===== src/rtl/ts_pkg.sv =====
package ts_pkg;
  localparam int ADDR_W     = 4;
  localparam int SEL_STRIDE = 8;
  localparam int STAT_OVF   = 8;
  localparam int STAT_BUSY  = 16;
  localparam logic [ADDR_W-1:0] A_CNT  = 4'h0;
  localparam logic [ADDR_W-1:0] A_SEL  = 4'h1;
  localparam logic [ADDR_W-1:0] A_STAT = 4'h2;
  localparam logic [ADDR_W-1:0] A_TCNT = 4'h3;
  localparam logic [ADDR_W-1:0] A_TTS  = 4'h4;
  localparam logic [ADDR_W-1:0] A_CAP0 = 4'h8;
endpackage


===== src/rtl/ts_sync_edge.sv =====
module ts_sync_edge #(
  parameter int W = 32
) (
  input  logic         clk_i,
  input  logic         rst_ni,
  input  logic [W-1:0] d_i,
  output logic [W-1:0] rise_o
);
  logic [W-1:0] s1_q, s2_q, s3_q;

  always_ff @(posedge clk_i or negedge rst_ni) begin
    if (!rst_ni) begin
      s1_q <= '0;
      s2_q <= '0;
      s3_q <= '0;
    end else begin
      s1_q <= d_i;
      s2_q <= s1_q;
      s3_q <= s2_q;
    end
  end

  assign rise_o = s2_q & ~s3_q;

  for (genvar b = 0; b < W; b++) begin : g_chk
    assert_single_pulse_R3 : assert property (@(posedge clk_i) disable iff (!rst_ni)
      rise_o[b] |=> !rise_o[b]);
  end
endmodule


===== src/rtl/ts_capture_slot.sv =====
module ts_capture_slot #(
  parameter int TS_W = 32
) (
  input  logic            clk_i,
  input  logic            rst_ni,
  input  logic            edge_i,
  input  logic            rd_i,
  input  logic [TS_W-1:0] ts_i,
  output logic [TS_W-1:0] ts_o,
  output logic            valid_o,
  output logic            ovf_o
);
  logic [TS_W-1:0] ts_q;
  logic            valid_q, ovf_q;

  always_ff @(posedge clk_i or negedge rst_ni) begin
    if (!rst_ni) begin
      ts_q    <= '0;
      valid_q <= 1'b0;
      ovf_q   <= 1'b0;
    end else if (edge_i && (!valid_q || rd_i)) begin
      ts_q    <= ts_i;
      valid_q <= 1'b1;
      ovf_q   <= 1'b0;
    end else if (edge_i) begin
      ovf_q   <= 1'b1;
    end else if (rd_i) begin
      valid_q <= 1'b0;
      ovf_q   <= 1'b0;
    end
  end

  assign ts_o    = ts_q;
  assign valid_o = valid_q;
  assign ovf_o   = ovf_q;

  assert_hold_while_valid_R6 : assert property (@(posedge clk_i) disable iff (!rst_ni)
    valid_q && !rd_i |=> $stable(ts_q));
  assert_overflow_flag_R6 : assert property (@(posedge clk_i) disable iff (!rst_ni)
    edge_i && valid_q && !rd_i |=> ovf_q);
  assert_valid_on_edge_R5 : assert property (@(posedge clk_i) disable iff (!rst_ni)
    edge_i |=> valid_q);
  assert_read_releases_R5 : assert property (@(posedge clk_i) disable iff (!rst_ni)
    rd_i && !edge_i |=> !valid_q && !ovf_q);
endmodule


===== src/rtl/ts_capture_unit.sv =====
module ts_capture_unit
  import ts_pkg::*;
#(
  parameter int TS_W     = 32,
  parameter int N_IN     = 32,
  parameter int N_CAP    = 4,
  parameter int TRIG_IDX = 1,
  parameter int TCNT_W   = 32
) (
  input  logic              clk_i,
  input  logic              rst_ni,
  input  logic [N_IN-1:0]   in_i,
  input  logic              reg_we_i,
  input  logic              reg_re_i,
  input  logic [ADDR_W-1:0] reg_addr_i,
  input  logic [31:0]       reg_wdata_i,
  output logic [31:0]       reg_rdata_o,
  output logic              busy_o
);
  localparam int SEL_W = $clog2(N_IN);

  logic [N_IN-1:0]  rise;
  logic [TS_W-1:0]  cnt_q, tts_q;
  logic [TCNT_W-1:0] tcnt_q;
  logic             busy_q, trig_rise, trig_acc, busy_clr, cnt_clr;
  logic [SEL_W-1:0] sel_q [N_CAP];
  logic [TS_W-1:0]  cap_ts [N_CAP];
  logic [N_CAP-1:0] slot_edge, slot_rd, valid, ovf;

  ts_sync_edge #(.W(N_IN)) i_sync (
    .clk_i (clk_i),
    .rst_ni(rst_ni),
    .d_i   (in_i),
    .rise_o(rise)
  );

  assign cnt_clr   = reg_we_i && (reg_addr_i == A_CNT);
  assign busy_clr  = reg_we_i && (reg_addr_i == A_STAT) && reg_wdata_i[STAT_BUSY];
  assign trig_rise = rise[TRIG_IDX];
  assign trig_acc  = trig_rise && !busy_q;
  assign busy_o    = busy_q || trig_rise;

  always_ff @(posedge clk_i or negedge rst_ni) begin
    if (!rst_ni) cnt_q <= '0;
    else if (cnt_clr) cnt_q <= '0;
    else cnt_q <= cnt_q + 1'b1;
  end

  always_ff @(posedge clk_i or negedge rst_ni) begin
    if (!rst_ni) begin
      busy_q <= 1'b0;
      tcnt_q <= '0;
      tts_q  <= '0;
    end else if (trig_acc) begin
      busy_q <= 1'b1;
      tcnt_q <= tcnt_q + 1'b1;
      tts_q  <= cnt_q;
    end else if (busy_clr) begin
      busy_q <= 1'b0;
    end
  end

  always_ff @(posedge clk_i or negedge rst_ni) begin
    if (!rst_ni) begin
      for (int k = 0; k < N_CAP; k++) sel_q[k] <= '0;
    end else if (reg_we_i && reg_addr_i == A_SEL) begin
      for (int k = 0; k < N_CAP; k++) sel_q[k] <= reg_wdata_i[k*SEL_STRIDE +: SEL_W];
    end
  end

  for (genvar k = 0; k < N_CAP; k++) begin : g_slot
    assign slot_edge[k] = rise[sel_q[k]];
    assign slot_rd[k]   = reg_re_i && (reg_addr_i == A_CAP0 + ADDR_W'(k));
    ts_capture_slot #(.TS_W(TS_W)) i_slot (
      .clk_i  (clk_i),
      .rst_ni (rst_ni),
      .edge_i (slot_edge[k]),
      .rd_i   (slot_rd[k]),
      .ts_i   (cnt_q),
      .ts_o   (cap_ts[k]),
      .valid_o(valid[k]),
      .ovf_o  (ovf[k])
    );
  end

  always_comb begin
    reg_rdata_o = '0;
    case (reg_addr_i)
      A_CNT:  reg_rdata_o = 32'(cnt_q);
      A_SEL:  for (int k = 0; k < N_CAP; k++) reg_rdata_o[k*SEL_STRIDE +: SEL_W] = sel_q[k];
      A_STAT: begin
        reg_rdata_o[N_CAP-1:0]           = valid;
        reg_rdata_o[STAT_OVF +: N_CAP]   = ovf;
        reg_rdata_o[STAT_BUSY]           = busy_q;
      end
      A_TCNT: reg_rdata_o = 32'(tcnt_q);
      A_TTS:  reg_rdata_o = 32'(tts_q);
      default: begin
        for (int k = 0; k < N_CAP; k++)
          if (reg_addr_i == A_CAP0 + ADDR_W'(k)) reg_rdata_o = 32'(cap_ts[k]);
      end
    endcase
  end

  assert_count_step_R1 : assert property (@(posedge clk_i) disable iff (!rst_ni)
    !cnt_clr |=> cnt_q == TS_W'($past(cnt_q) + 1'b1));
  assert_count_zero_R2 : assert property (@(posedge clk_i) disable iff (!rst_ni)
    cnt_clr |=> cnt_q == '0);
  assert_busy_hold_R9 : assert property (@(posedge clk_i) disable iff (!rst_ni)
    busy_q && !busy_clr |=> busy_q);
  assert_no_count_busy_R10 : assert property (@(posedge clk_i) disable iff (!rst_ni)
    busy_q |=> $stable(tcnt_q) && $stable(tts_q));
endmodule


===== config.mk =====
export PLATFORM = sky130hd
export DESIGN_NAME = ts_capture_unit
export DESIGN_NICKNAME = d
export VERILOG_FILES = /design/src/rtl/ts_pkg.sv /design/src/rtl/ts_sync_edge.sv /design/src/rtl/ts_capture_slot.sv /design/src/rtl/ts_capture_unit.sv
export SDC_FILE = /design/constraint.sdc
export NUM_CORES = 1
export LEC_CHECK = 0
export ABC_CLOCK_PERIOD_IN_PS = 3100
export CORE_ASPECT_RATIO = 1.75
export CORE_UTILIZATION = 61
export CTS_BUF_LIST = sky130_fd_sc_hd__clkbuf_16
export DETAILED_ROUTE_END_ITERATION = 12
export DONT_BUFFER_PORTS = 1
export PLACE_DENSITY = 0.77
export SYNTH_ARGS = -nofsm -noshare
export SYNTH_HDL_FRONTEND = slang
export SYNTH_SLANG_ARGS = --single-unit

===== constraint.sdc =====
create_clock -name clk_i -period 3.1 [get_ports clk_i]
set_clock_uncertainty 0.05 [all_clocks]
set_input_delay 0.465 -clock clk_i [delete_from_list [all_inputs] [get_ports clk_i]]
set_output_delay 0.465 -clock clk_i [all_outputs]
set_load 0.005 [all_outputs]

# ---- After elaboration in Yosys (flattened, before gate mapping)
# Cells that the tools add are included.
dict set report classes {
  n_addsub 2
  magnitude_cmp 4
  n_eq_ne 12
  muxes 46
  n_bitwise 2
  n_reduce_logical 38
}
# op count
set ops {}
lappend ops {{32-bit two-way mux} 5}
lappend ops {{32-bit by 1-bit adder with 32-bit output, second input constant} 2}
lappend ops {{4-bit one-hot mux with 5 select lines} 3}
lappend ops {{3-bit one-hot mux with 4 select lines} 4}
lappend ops {{32-bit AND} 1}
lappend ops {{32-bit NOT} 1}
lappend ops {{1-bit two-way mux} 26}
lappend ops {{5-bit one-hot mux with 5 select lines} 1}
lappend ops {{5-bit by 6-bit less-than comparator with 1-bit output, second input constant} 4}
lappend ops {{1-bit binary-select mux with 5-bit select} 4}
lappend ops {{4-bit equality test, second input constant} 4}
lappend ops {{1-bit one-hot mux with 5 select lines} 3}
lappend ops {{1-bit logical AND} 13}
lappend ops {{3-bit nonzero test} 4}
lappend ops {{2-bit nonzero test} 5}
lappend ops {{4-bit by 2-bit equality test with 1-bit output, second input constant} 2}
lappend ops {{2-bit inequality test, second input constant} 4}
lappend ops {{2-bit AND reduction} 4}
lappend ops {{1-bit logical NOT} 5}
lappend ops {{1-bit logical OR} 5}
lappend ops {{4-bit by 1-bit equality test with 1-bit output, second input constant} 1}
lappend ops {{4-bit by 3-bit equality test with 1-bit output, second input constant} 1}
lappend ops {{4-bit logical NOT} 1}
lappend ops {{2-bit OR reduction} 1}
dict set report totals {
  register_bits 349
  output_inout_bits 33
  word_cells 127
}

# ---- Logic depth before layout (Yosys ltp)
# Gate-level depths: netlist of the first run.
dict set report logic_depth {
  word_depth 7
  depth_mapped 9
  ltp_nobuf 7
}

# ---- Hierarchy
# From an unflattened synthesis of the first run, not the netlist that was laid out.
dict set report unflattened {
  hier_cells 1241
  hier_area_um2 16563.4
}
# module instances cells_each area_per_inst_um2
set modules_own_cells {}
lappend modules_own_cells {ts_capture_unit 1 817 8000.2}
lappend modules_own_cells {ts_capture_slot 4 74 1430.1}
lappend modules_own_cells {ts_sync_edge 1 128 2842.7}

# ---- Least setup slack after synthesis of the first run
# OpenSTA, ideal clock, no wires.
dict set report synth_timing {
  kind {input -> output}
  startpoint {input reg_addr_i[3]}
  endpoint {output reg_rdata_o[10]}
  arrival_time_ns 1.959
  required_ns 2.585
  setup_slack_ns 0.626
  cell_stages 8
  n_path_buf 3
  cell_sequence {buf_2 > nor2b_1 > and3_1 > clkbuf_1 > buf_1 > a22o_1 > a21oi_1 > o211ai_1}
}
dict set report synth_between {
  elab_chain_len 6
  word_cells_on_any_way 14
}
# item line_no
set synth_rtl {}
lappend synth_rtl {{start: declaration} ts_capture_unit.sv:15} ;# input logic [ADDR_W-1:0] reg_addr_i,
lappend synth_rtl {{4-bit equality test} ts_capture_unit.sv:100} ;# if (reg_addr_i == A_CAP0 + ADDR_W'(k)) reg_rdata_o = 32'(cap_ts[k]);
lappend synth_rtl {{32-bit two-way mux (4 in series)} ts_capture_unit.sv:100}
lappend synth_rtl {{4-bit one-hot mux with 5 select lines *} ts_capture_unit.sv:88} ;# case (reg_addr_i)
lappend synth_rtl {{end: declaration} ts_capture_unit.sv:17} ;# output logic [31:0] reg_rdata_o,
# Mark *: on every way between the ends. The rest lies on a longest branch, timed or not.

# ---- Worst setup path in the final report of the first run
dict set report layout_timing {
  startpoint {register sel_q[6] (netlist name)}
  endpoint {register g_slot[2].i_slot.ts_q[7]}
}
dict set report layout_between {
  elab_chain_len 3
}
# item line_no
set layout_rtl {}
lappend layout_rtl {{start: declaration} ts_capture_unit.sv:26} ;# logic [SEL_W-1:0] sel_q [N_CAP];
lappend layout_rtl {{1-bit binary-select mux with 5-bit select} ts_capture_unit.sv:72} ;# assign slot_edge[k] = rise[sel_q[k]];
lappend layout_rtl {{1-bit two-way mux (implied by the code)} ts_capture_unit.sv:72}
lappend layout_rtl {{1-bit logical AND} ts_capture_slot.sv:21} ;# end else if (edge_i && (!valid_q || rd_i)) begin
lappend layout_rtl {{end signal: assignment} ts_capture_slot.sv:22} ;# ts_q <= ts_i;
lappend layout_rtl {{end: declaration} ts_capture_slot.sv:13} ;# logic [TS_W-1:0] ts_q;
# Every way passes these cells. The select of a mux whose other input is x is not followed.
# A chain may end at the register's enable or synchronous reset.

==> results.md, run 1 <==
Worst setup path:
- The worst setup path is of the reg2reg kind.
- STA classifies the critical path startpoint as a register.
- The last element of the critical path is g_slot[2].i_slot.ts_o[7].
- The worst register-to-register path ends at g_slot[2].i_slot.ts_o[7].
- For the worst setup path, the data arrival time is 3390 ps.
- The startpoint of the most critical register-to-register path is sel_q[6].
- Measured in cells, the most critical reg-to-reg path has a length of 7.
- For the worst setup path, the data required time is 3500 ps.
- The worst setup path is captured at a register.
- Tracing the worst setup path back leads to its startpoint at sel_q[6].
- In this run the worst path has a maximum fanout of 13.
- The flop-to-flop setup slack is 120 ps.

Global route:
- The maximum number of pins on one net before global-route repair is 350.
- The first global-routing pass estimated 62.87 mm of wire.
- The number of antenna violations at the first check in global routing is 0.
- The number of global-route vias before repair is 11070.
- The overall track demand over capacity in global routing is 0.3194.
- The residual overflow from global routing is 0.

Floorplanning:
- During I/O placement, the number of pins put on the boundary was 105.
- The starting density of the core is 0.6228.
- The floorplan has 77 rows.
- Measured along the y axis, the die boundary spans 214.8 microns.
- The overall die area is 26540 sq um.
- The die is 123.6 microns wide.
- The floorplan step defined a core boundary enclosing 25340 sq um.

STA:
- The worst hold slack after final layout is -469.0 ps.
- The achievable frequency is 335.1 MHz.
- The tightest slew margin relative to the limit is 0.3755.
- The number of max-slew violations in the final report is 0.
- Of the available clock period, the critical path in the final layout requires 0.9628.
- Setup violations remaining at the end of the flow were counted as 0.
- The pin slew with the least headroom to its limit is 936.7 ps.
- Setup repair after global routing left no endpoint under its margin.
- The total negative slack is 0 ps.
- The number of hold-slack violations in the final timing report is 349.
- The smallest clock period supported by the final layout is computed as 2985 ps.

Yosys:
- The average footprint of a synthesized cell is 12.59 sq um.
- sky130_fd_sc_hd__dfrtp_1 is the most common cell in the netlist.
- The share of synthesized area in the top cell type comes to 0.5534.
- The fraction of the mapped netlist area in compound gates is 0.09872.
- In the synthesized netlist the dominant register cell turns out to be sky130_fd_sc_hd__dfrtp_1.
- The largest area contributor in the netlist is sky130_fd_sc_hd__dfrtp_1.
- The number of flops mapped to enable cells by yosys is 0.
- The simple-gate share of the synthesized area is 0.1116.
- After synthesis, the largest family of logic cells by area is multiplexers.
- The number of flip-flops and latches in the synthesized netlist is 349.
- After synthesis the cells add up to 15780 sq um.
- Synthesis produced 1253 cells.
- Of the total synthesized cell area, the portion taken by full adders, half adders and majority gates is 0.001586.
- Ranked by total cell area, the synthesized netlist is headed by sky130_fd_sc_hd__dfrtp_1 55%, sky130_fd_sc_hd__mux2_2 9.1%, sky130_fd_sc_hd__mux2_4 2.9%.
- The number of different library cells in the post-synthesis netlist is 77.
- Measured against the total synthesized area, the mux share comes to 0.1742.
- By count the netlist is led by 349 x sky130_fd_sc_hd__dfrtp_1, 128 x sky130_fd_sc_hd__mux2_2, 73 x sky130_fd_sc_hd__nand2_1.
- The Yosys warning count is 0.
- For this run, asynchronously set or reset flops after synthesis account for 1.000.
- Of the total synthesized cell area, the portion taken by XOR and XNOR cells is 0.02831.
- The number of nets in the synthesized netlist is 1327.
- The fraction of the yosys area taken by sequential cells is 0.5534.

Pwr:
- The internal power of the cells totals 0.009498 W.
- The switching power total is 0.003769 W.
- For this design the ratio of total power to cell area is 749.0 nW/um^2.
- The worst ir drop on vdd is 0.5356 mV.
- The share of total power dissipated in the clock network is 0.290.
- The sum of internal, switching and leakage power is 0.01327 W.
- The static leakage is 7.527 nW.
- The switching share of total power is 0.2841.
- The power share of the sequential group is 0.513.
- The share of total power in combinational logic is 0.197.

Routing:
- The count of nets left with antenna violations once routing finished came out at 0.
- The vias per cell is 6.494.
- The vias after detailed routing is 10660.
- The final layout contains routed wiring with a total length of 40.61 mm.
- The first detailed-routing pass ran for 5 iterations.
- For this run, design rule violations remaining after detail routing come to 0.
- The violation count after the first detailed-routing iteration is 801.
- The wire length per cell is 24.74 microns.

Clock network:
- For this design, the CTS-stage hold fixing added 52 buffers.
- The count of cells resized by post-cts repair is 0.
- Clock-pin slew was measured on the worst setup and hold paths at 70 ps.
- The maximum level of the CTS H-tree is 1.
- The number of buffers inserted during clock tree synthesis is 30.
- The number of buffers between clock root and the deepest sink is 3.
- The later pin in the worst-skew pair is clocked with a latency of 580 ps.
- The number of setup buffers added after CTS is 0.
- The TritonCTS clock tree is built.
- The tree built by TritonCTS fans out to 349 sinks.
- The buffer cell driving the clock tree root is sky130_fd_sc_hd__clkbuf_16.

Placement:
- The number of placed instances, taps included is 1533.
- The detailed placer's ending HPWL is 26.97 mm.
- The number of buffers inserted by port buffering is 0.
- The placer congestion estimate is 0.9450.

Outcome:
- The checks that failed: negative hold slack.
- The flow ran to the end, but the final reports show violations.

Final layout:
- The area growth from synthesis to layout is 12.25%.
- The utilization of the core after routing is 0.6991.
- The antenna diode count is 0.
- The net count of the finished layout is 1375.
- The final cell count without fillers is 1641.
- Of the cells placed in the final design, the portion with a size suffix greater than 1 is 0.2151.

Flow run:
- Across the run, the number of max-cap violations was 0.

Hold path:
- The class of the most critical hold timing path is in2async.
[per-layer routing]
| metal | GRT usage | up-vias | wire, microns |
|---|---|---|---|
| li1 | - | 4674 | - |
| met1 | 0.3711 | 5482 | 14610 |
| met2 | 0.5470 | 384 | 21330 |
| met3 | 0.05202 | 116 | 2329 |
| met4 | 0.1827 | 0 | 2337 |
| met5 | 0 | - | 0 |
[how the worst min path moves through the flow]
stage            from                        end  slack, ps  depth (start not counted)
6_report       rst_ni  g_slot[0].i_slot.ts_o[27]       -470                          0
5_1_grt        rst_ni  g_slot[1].i_slot.ts_o[27]       -480                          0
3_3_place_gp   rst_ni  g_slot[1].i_slot.ts_o[27]        130                          0
4_1_cts        rst_ni  g_slot[3].i_slot.ts_o[27]       -480                          0
2_1_floorplan  rst_ni                     busy_q        120                          0
3_5_place_dp   rst_ni  g_slot[3].i_slot.ts_o[27]        130                          0
[flip-flops by register name, indices dropped and copies added, names as in the netlist]
register,flops
g_slot.i_slot.ovf_o,4
i_sync.s3_q,32
i_sync.s1_q,32
cnt_q,32
tcnt_q,32
tts_q,32
g_slot.i_slot.ts_o,128
g_slot.i_slot.valid_o,4
sel_q,20
i_sync.s2_q,32
busy_q,1
[cell families (layout without fill, tap and decap cells)]
group | count (synthesis) | after routing
mux | 225 | 225
flops | 349 | 349
fa+ha+maj | 2 | 2
compound gates | 212 | 212
xor+xnor | 51 | 51
simple gates | 319 | 319
buf+inv | 95 | 167
[area by class of cell]
type                            instances  area [sq um]
Sequential cell                       349          8733
Fill cell                            1805          7625
Inverter                                9         33.78
Clock buffer                           31         775.7
Timing Repair Buffer                  102         970.9
Tap cell                              316         395.4
Clock inverter                         25         231.5
Multi-Input combinational cell        809          6573
[critical path, cell delays in order (launching register included)]
cell                        delay [ps]
sky130_fd_sc_hd__dfrtp_1           450
sky130_fd_sc_hd__or2_1             300
sky130_fd_sc_hd__o22ai_1           140
sky130_fd_sc_hd__a2111oi_0          90
sky130_fd_sc_hd__or3_1             460
sky130_fd_sc_hd__o31ai_4           780
sky130_fd_sc_hd__buf_12            250
sky130_fd_sc_hd__mux2_1            340
[metrics by stage]
step                      worst slack [ps]  instance area (sq um)
after global routing                 23.27                  17710
after global placement               168.1                  16190
final                                115.5                  17710
after CTS                            109.8                  17710
after floorplan                      626.0                  15780
after detailed placement             99.12                  16190
[layout by cell type (no fill, tap or decap), types with 6 or more instances in the layout]
cell                            synthesis  routed
sky130_fd_sc_hd__clkbuf_16              0      31
sky130_fd_sc_hd__nand4_1               13      13
sky130_fd_sc_hd__a22o_1                21      21
sky130_fd_sc_hd__xnor2_1               24      24
sky130_fd_sc_hd__nor3b_1               13      12
sky130_fd_sc_hd__a211oi_1               6       6
sky130_fd_sc_hd__or3_1                 12      12
sky130_fd_sc_hd__a222oi_1              13      13
sky130_fd_sc_hd__nor2_1                39      39
sky130_fd_sc_hd__mux2i_1               26      26
sky130_fd_sc_hd__mux4_2                 8       8
sky130_fd_sc_hd__clkinv_2               0       6
sky130_fd_sc_hd__mux2_2               128     128
sky130_fd_sc_hd__o22ai_1                8       8
sky130_fd_sc_hd__and3_1                15      15
sky130_fd_sc_hd__dfrtp_1              349     349
sky130_fd_sc_hd__and3b_1               12      12
sky130_fd_sc_hd__nor2b_1               23      23
sky130_fd_sc_hd__o21ai_0               40      40
sky130_fd_sc_hd__mux2_4                30      30
sky130_fd_sc_hd__a221oi_1              26      26
sky130_fd_sc_hd__o211ai_1               8       8
sky130_fd_sc_hd__buf_12                 3       6
sky130_fd_sc_hd__mux2_1                30      30
sky130_fd_sc_hd__nand2b_1              26      26
sky130_fd_sc_hd__inv_1                  6       8
sky130_fd_sc_hd__and2_1                 6       6
sky130_fd_sc_hd__a31oi_1                7       7
sky130_fd_sc_hd__clkinv_1               1       8
sky130_fd_sc_hd__dlygate4sd3_1          0      52
sky130_fd_sc_hd__xor2_1                27      27
sky130_fd_sc_hd__a21oi_1               25      25
sky130_fd_sc_hd__nand3_1               50      50
sky130_fd_sc_hd__buf_4                  4      44
sky130_fd_sc_hd__nand2_1               73      73
sky130_fd_sc_hd__a22oi_1               36      36
[power by group through the flow]
stage | clock (W) | sequential (W) | combinational (W)
4_1_cts | 0.00390 | 0.00679 | 0.00262
3_5_place_dp | 0 | 0.00686 | 0.00256
5_1_grt | 0.00410 | 0.00698 | 0.00282
3_3_place_gp | 0 | 0.00677 | 0.00246
6_report | 0.00385 | 0.00681 | 0.00261
2_1_floorplan | 0 | 0.00640 | 0.00225
Power figures use the tool's default switching activity.
==> run 2, diff against run 1 <==
--- a/config.mk
+++ b/config.mk
@@ -5,10 +5,11 @@
 export SDC_FILE = /design/constraint.sdc
 export NUM_CORES = 1
 export LEC_CHECK = 0
-export ABC_CLOCK_PERIOD_IN_PS = 3100
+export ABC_CLOCK_PERIOD_IN_PS = 3600
 export CORE_ASPECT_RATIO = 1.75
 export CORE_UTILIZATION = 61
 export CTS_BUF_LIST = sky130_fd_sc_hd__clkbuf_16
+export CTS_CLUSTER_SIZE = 16
 export DETAILED_ROUTE_END_ITERATION = 12
 export DONT_BUFFER_PORTS = 1
 export PLACE_DENSITY = 0.77
==> constraint.sdc (replaced) <==
create_clock -name clk_i -period 3.6 [get_ports clk_i]
set_clock_uncertainty 0.05 [all_clocks]
set_input_delay 0.54 -clock clk_i [delete_from_list [all_inputs] [get_ports clk_i]]
set_output_delay 0.54 -clock clk_i [all_outputs]
set_load 0.01 [all_outputs]
==> run 2 against run 1 <==
Against the previous run: the run still ends with negative hold slack left; die area stayed put; power is 14% lower; critical path depth stayed put; critical endpoint is now g_slot[2].i_slot.ts_o[19].
==> results.md, run 2 (synthesis results as in run 1) <==
Clock network:
- Post-CTS repair changed the size of 0 cells.
- The TritonCTS clock tree is built.
- Once the clock tree was built, the setup fixing pass inserted 0 buffers.
- The number of buffers inserted during clock tree synthesis is 31.
- The maximum level of the CTS H-tree is 1.
- The cts-stage hold buffer count is 32.
- In this run the deepest clock path goes through 3 buffers.
- The buffer cell driving the clock tree root is sky130_fd_sc_hd__clkbuf_16.
- Clock-pin slew was measured on the worst setup and hold paths at 70 ps.
- The clock network latency to the later pin of the worst-skew pair is 580 ps.
- The number of clock sinks is 349.

Final layout:
- The register with the most flip-flops in the layout has 128 of them.
- The utilization of the core after routing is 0.6859.
- The synthesis-to-finish area growth is 10.13%.
- The repair_antennas step left the layout with diodes totalling 0.
- After filler insertion, the fill cell instance count of the layout stands at 1843.
- The final layout contains 1343 nets.
- The share of final-layout standard cells stronger than drive strength 1 is 0.2096.
- Leaving out fill and tap cells, the most frequent cell in the layout is sky130_fd_sc_hd__dfrtp_1.
- In the layout the commonest cells are 349 x sky130_fd_sc_hd__dfrtp_1, 128 x sky130_fd_sc_hd__mux2_2, 73 x sky130_fd_sc_hd__nand2_1.

Worst setup path:
- The largest driver fanout on the critical path is 17.
- STA classifies the critical path startpoint as a register.
- The data arrival time at the worst-slack endpoint is 3730 ps.
- The critical path in this run is classified as reg2reg.
- STA classifies the critical path endpoint as a register.
- STA puts the critical path data required time at 4010 ps.

Flow run:
- The count of max-cap constraint violations is 0.

STA:
- At the pin with the least slew margin, the transition time is 1285 ps.
- The tightest slew margin relative to the limit is 0.1430.
- The number of max-slew violations in the final report is 0.
- The number of hold-slack violations in the final timing report is 349.
- The final period demand of the worst path is 3320 ps.
- The achievable frequency is 301.2 MHz.
- Setup repair after global routing left no endpoint under its margin.
- The worst hold slack after final layout is -404.9 ps.
- The total negative slack is 0 ps.
- The setup-violating endpoint count in the final report is 0.
- The post-route fraction of the period consumed by the critical path is 0.9222.

Global route:
- The maximum number of pins on one net before global-route repair is 350.
- In the global route stage, overall resource usage came out at 0.3169.
- The number of global-route vias before repair is 11090.
- The number of antenna violations at the first check in global routing is 0.
- The first-pass GRT wire length is 62.58 mm.
- After global routing the overflow that remains totals 0.

Routing:
- The remaining number of nets flagged by the antenna check after routing is 0.
- In the final routed layout, each cell accounts on average for 24.95 microns.
- For this run, the detailed router's first-pass iteration total came to 7.
- After the first detailed-routing iteration, the DRC count stood at 745.
- The routed wire length is 40.15 mm.
- After detailed routing, the number of vias per cell comes to 6.495.
- The vias after detailed routing is 10450.
- For this run, design rule violations remaining after detail routing come to 0.

Floorplanning:
- The core box area is 25340 sq um.
- During I/O placement, the number of pins put on the boundary was 105.
- The die covers 26540 sq um.
- The number of placement rows is 77.
- For this configuration, the core starts out at a cell density of 0.6228.
- Measured along the x axis, the die boundary spans 123.6 microns.
- The floorplan die height is 214.8 microns.

Outcome:
- The run finished, with violations left.
- The checks that failed: negative hold slack.

Placement:
- The wire-length estimate of the detail-placed layout is 26.62 mm.
- The number of buffers inserted by port buffering is 0.
- Routability-driven placement finished with a final weighted congestion of 0.9379.

Hold path:
- The class of the most critical hold timing path is in2async.

Pwr:
- The total power divided by cell area is 652.9 nW/um^2.
- IR analysis of the VDD net gives a maximum drop of 0.4485 mV.
- Summed over all cells, the static leakage comes to 7.370 nW.
-- run 2: cell count changes in the layout (fill, tap and decap cells not counted), sizes merged --
cell,delta
clkinv,-2
inv,+4
bufinv,-1
dlygate4sd3,-20
buf,-13
-- run 2: critical path, stage by stage (launching register included) --
cell and delay [ps]:
sky130_fd_sc_hd__dfrtp_1 510, sky130_fd_sc_hd__or2_1 330, sky130_fd_sc_hd__o22ai_1 140, sky130_fd_sc_hd__a2111oi_0 90, sky130_fd_sc_hd__or3_1 460, sky130_fd_sc_hd__o31ai_4 980, sky130_fd_sc_hd__buf_12 270, sky130_fd_sc_hd__mux2_1 350
-- run 2: final timing paths --
path	startpoint	end	slack (ps)	cells past startpoint
worst max-delay path	sel_q[6]	g_slot[2].i_slot.ts_o[19]	280	7
worst min-delay path	rst_ni	g_slot[1].i_slot.ts_o[23]	-400	0
worst max register to register	sel_q[6]	g_slot[2].i_slot.ts_o[19]	280	7
worst min register to register	i_sync.s1_q[0]	i_sync.s2_q[0]	290	0
max in group asynchronous	rst_ni	i_sync.s2_q[29]	2850	0
min in group clk_i	reg_wdata_i[27]	sel_q[3]	60	1
-- run 2: per-layer routing --
layer	global-route usage	up-vias	share of wire
li1	-	4619	-
met1	0.3663	5370	0.36
met2	0.5474	344	0.53
met3	0.04644	118	0.054
met4	0.1831	0	0.058
met5	0	-	0
-- run 2: cell type report --
cell class / instances / area (sq um) / share of cell area
sequential: 349 / 8733 / 0.5025
clock inverter: 26 / 220.2 / 0.01267
tap: 316 / 395.4 / 0.02275
timing repair buffer: 69 / 648.1 / 0.03729
clock buffer: 31 / 775.7 / 0.04464
inverter: 9 / 33.78 / 0.001944
multi-input combinational: 809 / 6573 / 0.3782
-- run 2: where the power goes --
group          internal, W  leakage (nW)  switching (W)  total [W]
Combinational      0.00128          2.69       0.000897    0.00218
Sequential         0.00500          4.19       0.000896    0.00590
Clock              0.00179         0.491        0.00148    0.00327
Total              0.00807          7.37        0.00327     0.0113
-- run 2: metrics by stage --
| stage | instances | total power, W | worst slack [ps] | hold slack [ps] | area (sq um) |
|---|---|---|---|---|---|
| finish | 1609 | 0.01135 | 280.0 | -404.9 | 17380 |
| global route | 1609 | 0.01188 | 168.4 | -418.8 | 17380 |
| CTS | 1609 | 0.01141 | 308.9 | -417.1 | 17380 |
| detailed placement | 1520 | 0.008088 | 332.4 | 208.6 | 16060 |
| global placement | 1520 | 0.007943 | 377.4 | 208.3 | 16060 |
| floorplan | 1253 | 0.007474 | 936.4 | 194.4 | 15780 |
==> run 3, diff against run 2 <==
--- a/config.mk
+++ b/config.mk
@@ -15,4 +15,5 @@
 export PLACE_DENSITY = 0.77
 export SYNTH_ARGS = -nofsm -noshare
 export SYNTH_HDL_FRONTEND = slang
+export SYNTH_HIERARCHICAL = 1
 export SYNTH_SLANG_ARGS = --single-unit
==> run 3 against run 2 <==
Against the previous run: the run still ends with negative hold slack left; synthesized cell count is 0.96% lower; power is 4.0% higher; sequential power is 0.8% higher; synthesized area is 5.0% higher; worst setup slack better by 260 ps; count of clock-buffer cells in the layout stayed put; cell count is 0.44% higher; non-clock buffer count is 10 lower; largest power group unchanged; highest routed layer unchanged.
==> results.md, run 3 <==
Routing:
- The vias per cell is 6.436.
- The routed wire length is 40.13 mm.
- For this run, the detailed router's first-pass iteration total came to 8.
- After detailed routing, the average wire length per cell comes to 24.84 microns.
- The remaining number of nets flagged by the antenna check after routing is 0.
- After the first detailed-routing iteration, the DRC count stood at 835.
- The count of unresolved DRC violations after routing is 0.
- The vias after detailed routing is 10400.

STA:
- The worst path needs 3059 ps of the cycle, external delays included.
- For the pin with the worst max-slew slack, the measured transition is 1117 ps.
- Across all hold checks on the routed design, the worst slack comes to -380.1 ps.
- The number of max-slew violations in the final report is 0.
- Of the available clock period, the critical path in the final layout requires 0.8497.
- The tightest slew margin relative to the limit is 0.2555.
- The number of hold-slack violations in the final timing report is 349.
- The total negative slack is 0 ps.
- Setup repair after global routing left no endpoint under its margin.
- The setup-violating endpoint count in the final report is 0.
- Derived from the worst setup path, the maximum achievable clock frequency is 326.9 MHz.

Clock network:
- In this run, CTS created clock tree buffers numbering 31.
- The number of setup buffers added after CTS is 0.
- In this run the deepest clock path goes through 3 buffers.
- The tree is rooted in a sky130_fd_sc_hd__clkbuf_16.
- The maximum level of the CTS H-tree is 1.
- The clock network latency to the later pin of the worst-skew pair is 570 ps.
- The clock drives 349 sinks.
- The TritonCTS clock tree is built.
- The count of cells resized by post-cts repair is 0.
- The cts-stage hold buffer count is 32.
- The clock edge transition at the registers on the reported setup and hold paths is 70 ps.

Placement:
- At the end of routability-driven placement, the weighted congestion stood at 0.8912.
- Once placement finished, the instance area stood at 16750 sq um.
- The detailed placer's ending HPWL is 26.52 mm.
- The number of buffers inserted by port buffering is 0.

Global route:
- The number of global-route vias before repair came to 10860.
- The overall track demand over capacity in global routing is 0.2966.
- The residual overflow from global routing is 0.
- The first global-routing pass estimated 62.56 mm of wire.
- Entering global routing, the biggest net connects 350 pins.
- The number of antenna violations at the first check in global routing is 0.

Final layout:
- The final cell area excluding filler cells is 18030 sq um.
- The library cells used most frequently in the layout, excluding fill and tap cells, are 349 x sky130_fd_sc_hd__dfrtp_1, 120 x sky130_fd_sc_hd__mux2_4, 76 x sky130_fd_sc_hd__a22oi_1.
- The net count of the finished layout is 1343.
- Measured on the finished design, the core utilization comes to 0.6782.
- The library cell used most frequently in the layout, excluding fill and tap cells, is sky130_fd_sc_hd__dfrtp_1.
- The antenna diode count is 0.
- The flip-flop count of the largest register after layout is 128.
- The total of fill cells in the finished design is 1809.
- Compared with the post-synthesis result, the final layout area differs by 8.868%.
- The share of final-layout standard cells stronger than drive strength 1 is 0.2554.

Pwr:
- The sum of internal, switching and leakage power is 0.01180 W.
- The switching share of total power is 0.2878.
- Cell internal power was estimated by the tool at 0.008402 W.
- The static leakage is 8.170 nW.
- Of the total power, the clock network draws 0.271.
- Power spread over the standard cell area amounts to 654.3 nW/um^2.
- The share of total power dissipated in sequential elements is 0.504.
- The switching power total is 0.003396 W.
- IR analysis of the VDD net gives a maximum drop of 0.5207 mV.
- The share of total power dissipated in combinational logic is 0.224.

Worst setup path:
- Tracing the worst setup path back leads to its startpoint at sel_q[5].
- Data on the critical path arrives at its endpoint at 3460 ps.
- The last element of the critical path is g_slot[2].i_slot/ts_o[3].
- The nature of the critical path endpoint is a register.
- The type of the worst setup path is reg2reg.
- In this run the critical register-to-register path is launched from sel_q[5].
- The flop-to-flop setup slack is 540 ps.
- The endpoint required time on the critical path is 4000 ps.
- The critical path startpoint category is a register.
- The number of cells on the worst reg-to-reg path is 8.
- In this run the worst path has a maximum fanout of 18.
- The end of the worst register-to-register path is g_slot[2].i_slot/ts_o[3].

Yosys:
- For this run, the register share of the synthesized area comes to 0.5273.
- The number of flip-flops and latches in the synthesized netlist is 349.
- The synthesized cell area is 16560 sq um.
- The Yosys warning count is 6.
- In this run, synthesis inferred 0 flip-flops with an integrated enable.
- Of the post-synthesis cell area, the dominant cell type holds 0.5273.
- The synthesized netlist cell count is 1241.
- Among all cell types in the netlist, the one instantiated most often is sky130_fd_sc_hd__dfrtp_1.
- By area the synthesized netlist is led by sky130_fd_sc_hd__dfrtp_1 53%, sky130_fd_sc_hd__mux2_4 11%, sky130_fd_sc_hd__mux2_2 5.0%.
- The number of nets in the synthesized netlist is 1315.
- For this run, the leading register cell type out of synthesis is sky130_fd_sc_hd__dfrtp_1.
- The largest area contributor in the netlist is sky130_fd_sc_hd__dfrtp_1.
- The share of synthesized flip-flops with an asynchronous set or reset is 1.000.
- By count the netlist is led by 349 x sky130_fd_sc_hd__dfrtp_1, 120 x sky130_fd_sc_hd__mux2_4, 76 x sky130_fd_sc_hd__a22oi_1.
- The average footprint of a synthesized cell is 13.35 sq um.
- Yosys mapped the design onto 56 distinct sky130hd cell types.

Floorplanning:
- After floorplanning, the core was sized to cover 26590 sq um.
- The number of top-level pins is 105.
- The floorplan has 79 rows.
- The die covers 27840 sq um.
- The die is 220.0 microns tall.
- Measured along the x axis, the die boundary spans 126.6 microns.
- For this configuration, the core starts out at a cell density of 0.6229.

Flow run:
- Across the run, the number of max-cap violations was 0.

Outcome:
- The flow ran to the end, but the final reports show violations.
- The checks that failed: negative hold slack.

Hold path:
- The path class of the tightest hold or removal check is in2async.
run 3: worst min-delay path by stage:
stage / from / to / slack, ps
final: rst_ni / i_sync/s2_q[26] / -380
after global routing: rst_ni / i_sync/s3_q[27] / -400
after CTS: rst_ni / i_sync/s1_q[0] / -400
after detailed placement: rst_ni / i_sync/s2_q[26] / 210
after global placement: rst_ni / i_sync/s2_q[26] / 210
after floorplan: rst_ni / busy_q / 190
run 3: per-stage QoR:
stage	std cells	setup slack, ps
after global placement	1528	637.8
final	1616	541.3
after CTS	1616	583.1
after detailed placement	1528	597.1
after floorplan	1241	1086
after global routing	1616	443.2
run 3: cells by family (layout without fill, tap and decap cells):
logic type / Yosys count / in the layout / synth area share
flops: 349 / 349 / 0.5273
simple gates: 307 / 307 / 0.1201
mux: 277 / 277 / 0.2120
compound gates: 175 / 175 / 0.07607
buf+inv: 70 / 121 / 0.03074
xor+xnor: 61 / 61 / 0.03226
fa+ha+maj: 2 / 2 / 0.001511
run 3: critical path, cell delays in order (launching register included):
cell and delay [ps]:
sky130_fd_sc_hd__dfrtp_1 940, sky130_fd_sc_hd__mux2i_1 270, sky130_fd_sc_hd__a22oi_1 110, sky130_fd_sc_hd__nand4b_1 130
sky130_fd_sc_hd__a31oi_1 50, sky130_fd_sc_hd__a311o_1 440, sky130_fd_sc_hd__nand2_4 340, sky130_fd_sc_hd__buf_4 280
sky130_fd_sc_hd__mux2_4 320
run 3: cell type report:
type | count | area (sq um) | share of cell area
flip-flops and latches | 349 | 8733 | 0.4843
multi-input cells | 822 | 7333 | 0.4067
clock buffers | 31 | 775.7 | 0.04302
repair buffers | 59 | 573.1 | 0.03178
well taps | 324 | 405.4 | 0.02248
clock inverters | 25 | 188.9 | 0.01048
inverters | 6 | 22.52 | 0.001249
run 3: layer usage:
layer | GRT usage | up-vias | routed length (microns)
met5 | 0 | - | 0
met4 | 0.1430 | 0 | 1854
met1 | 0.3538 | 5344 | 15140
met2 | 0.5300 | 366 | 21070
li1 | - | 4570 | -
met3 | 0.03666 | 121 | 2078
run 3: power groups by stage:
stage	registers, W	clock network, W	logic, W
3_5_place_dp	0.00597	0	0.00259
2_1_floorplan	0.00560	0	0.00235
3_3_place_gp	0.00589	0	0.00252
4_1_cts	0.00592	0.00326	0.00265
5_1_grt	0.00608	0.00340	0.00283
6_report	0.00595	0.00320	0.00265
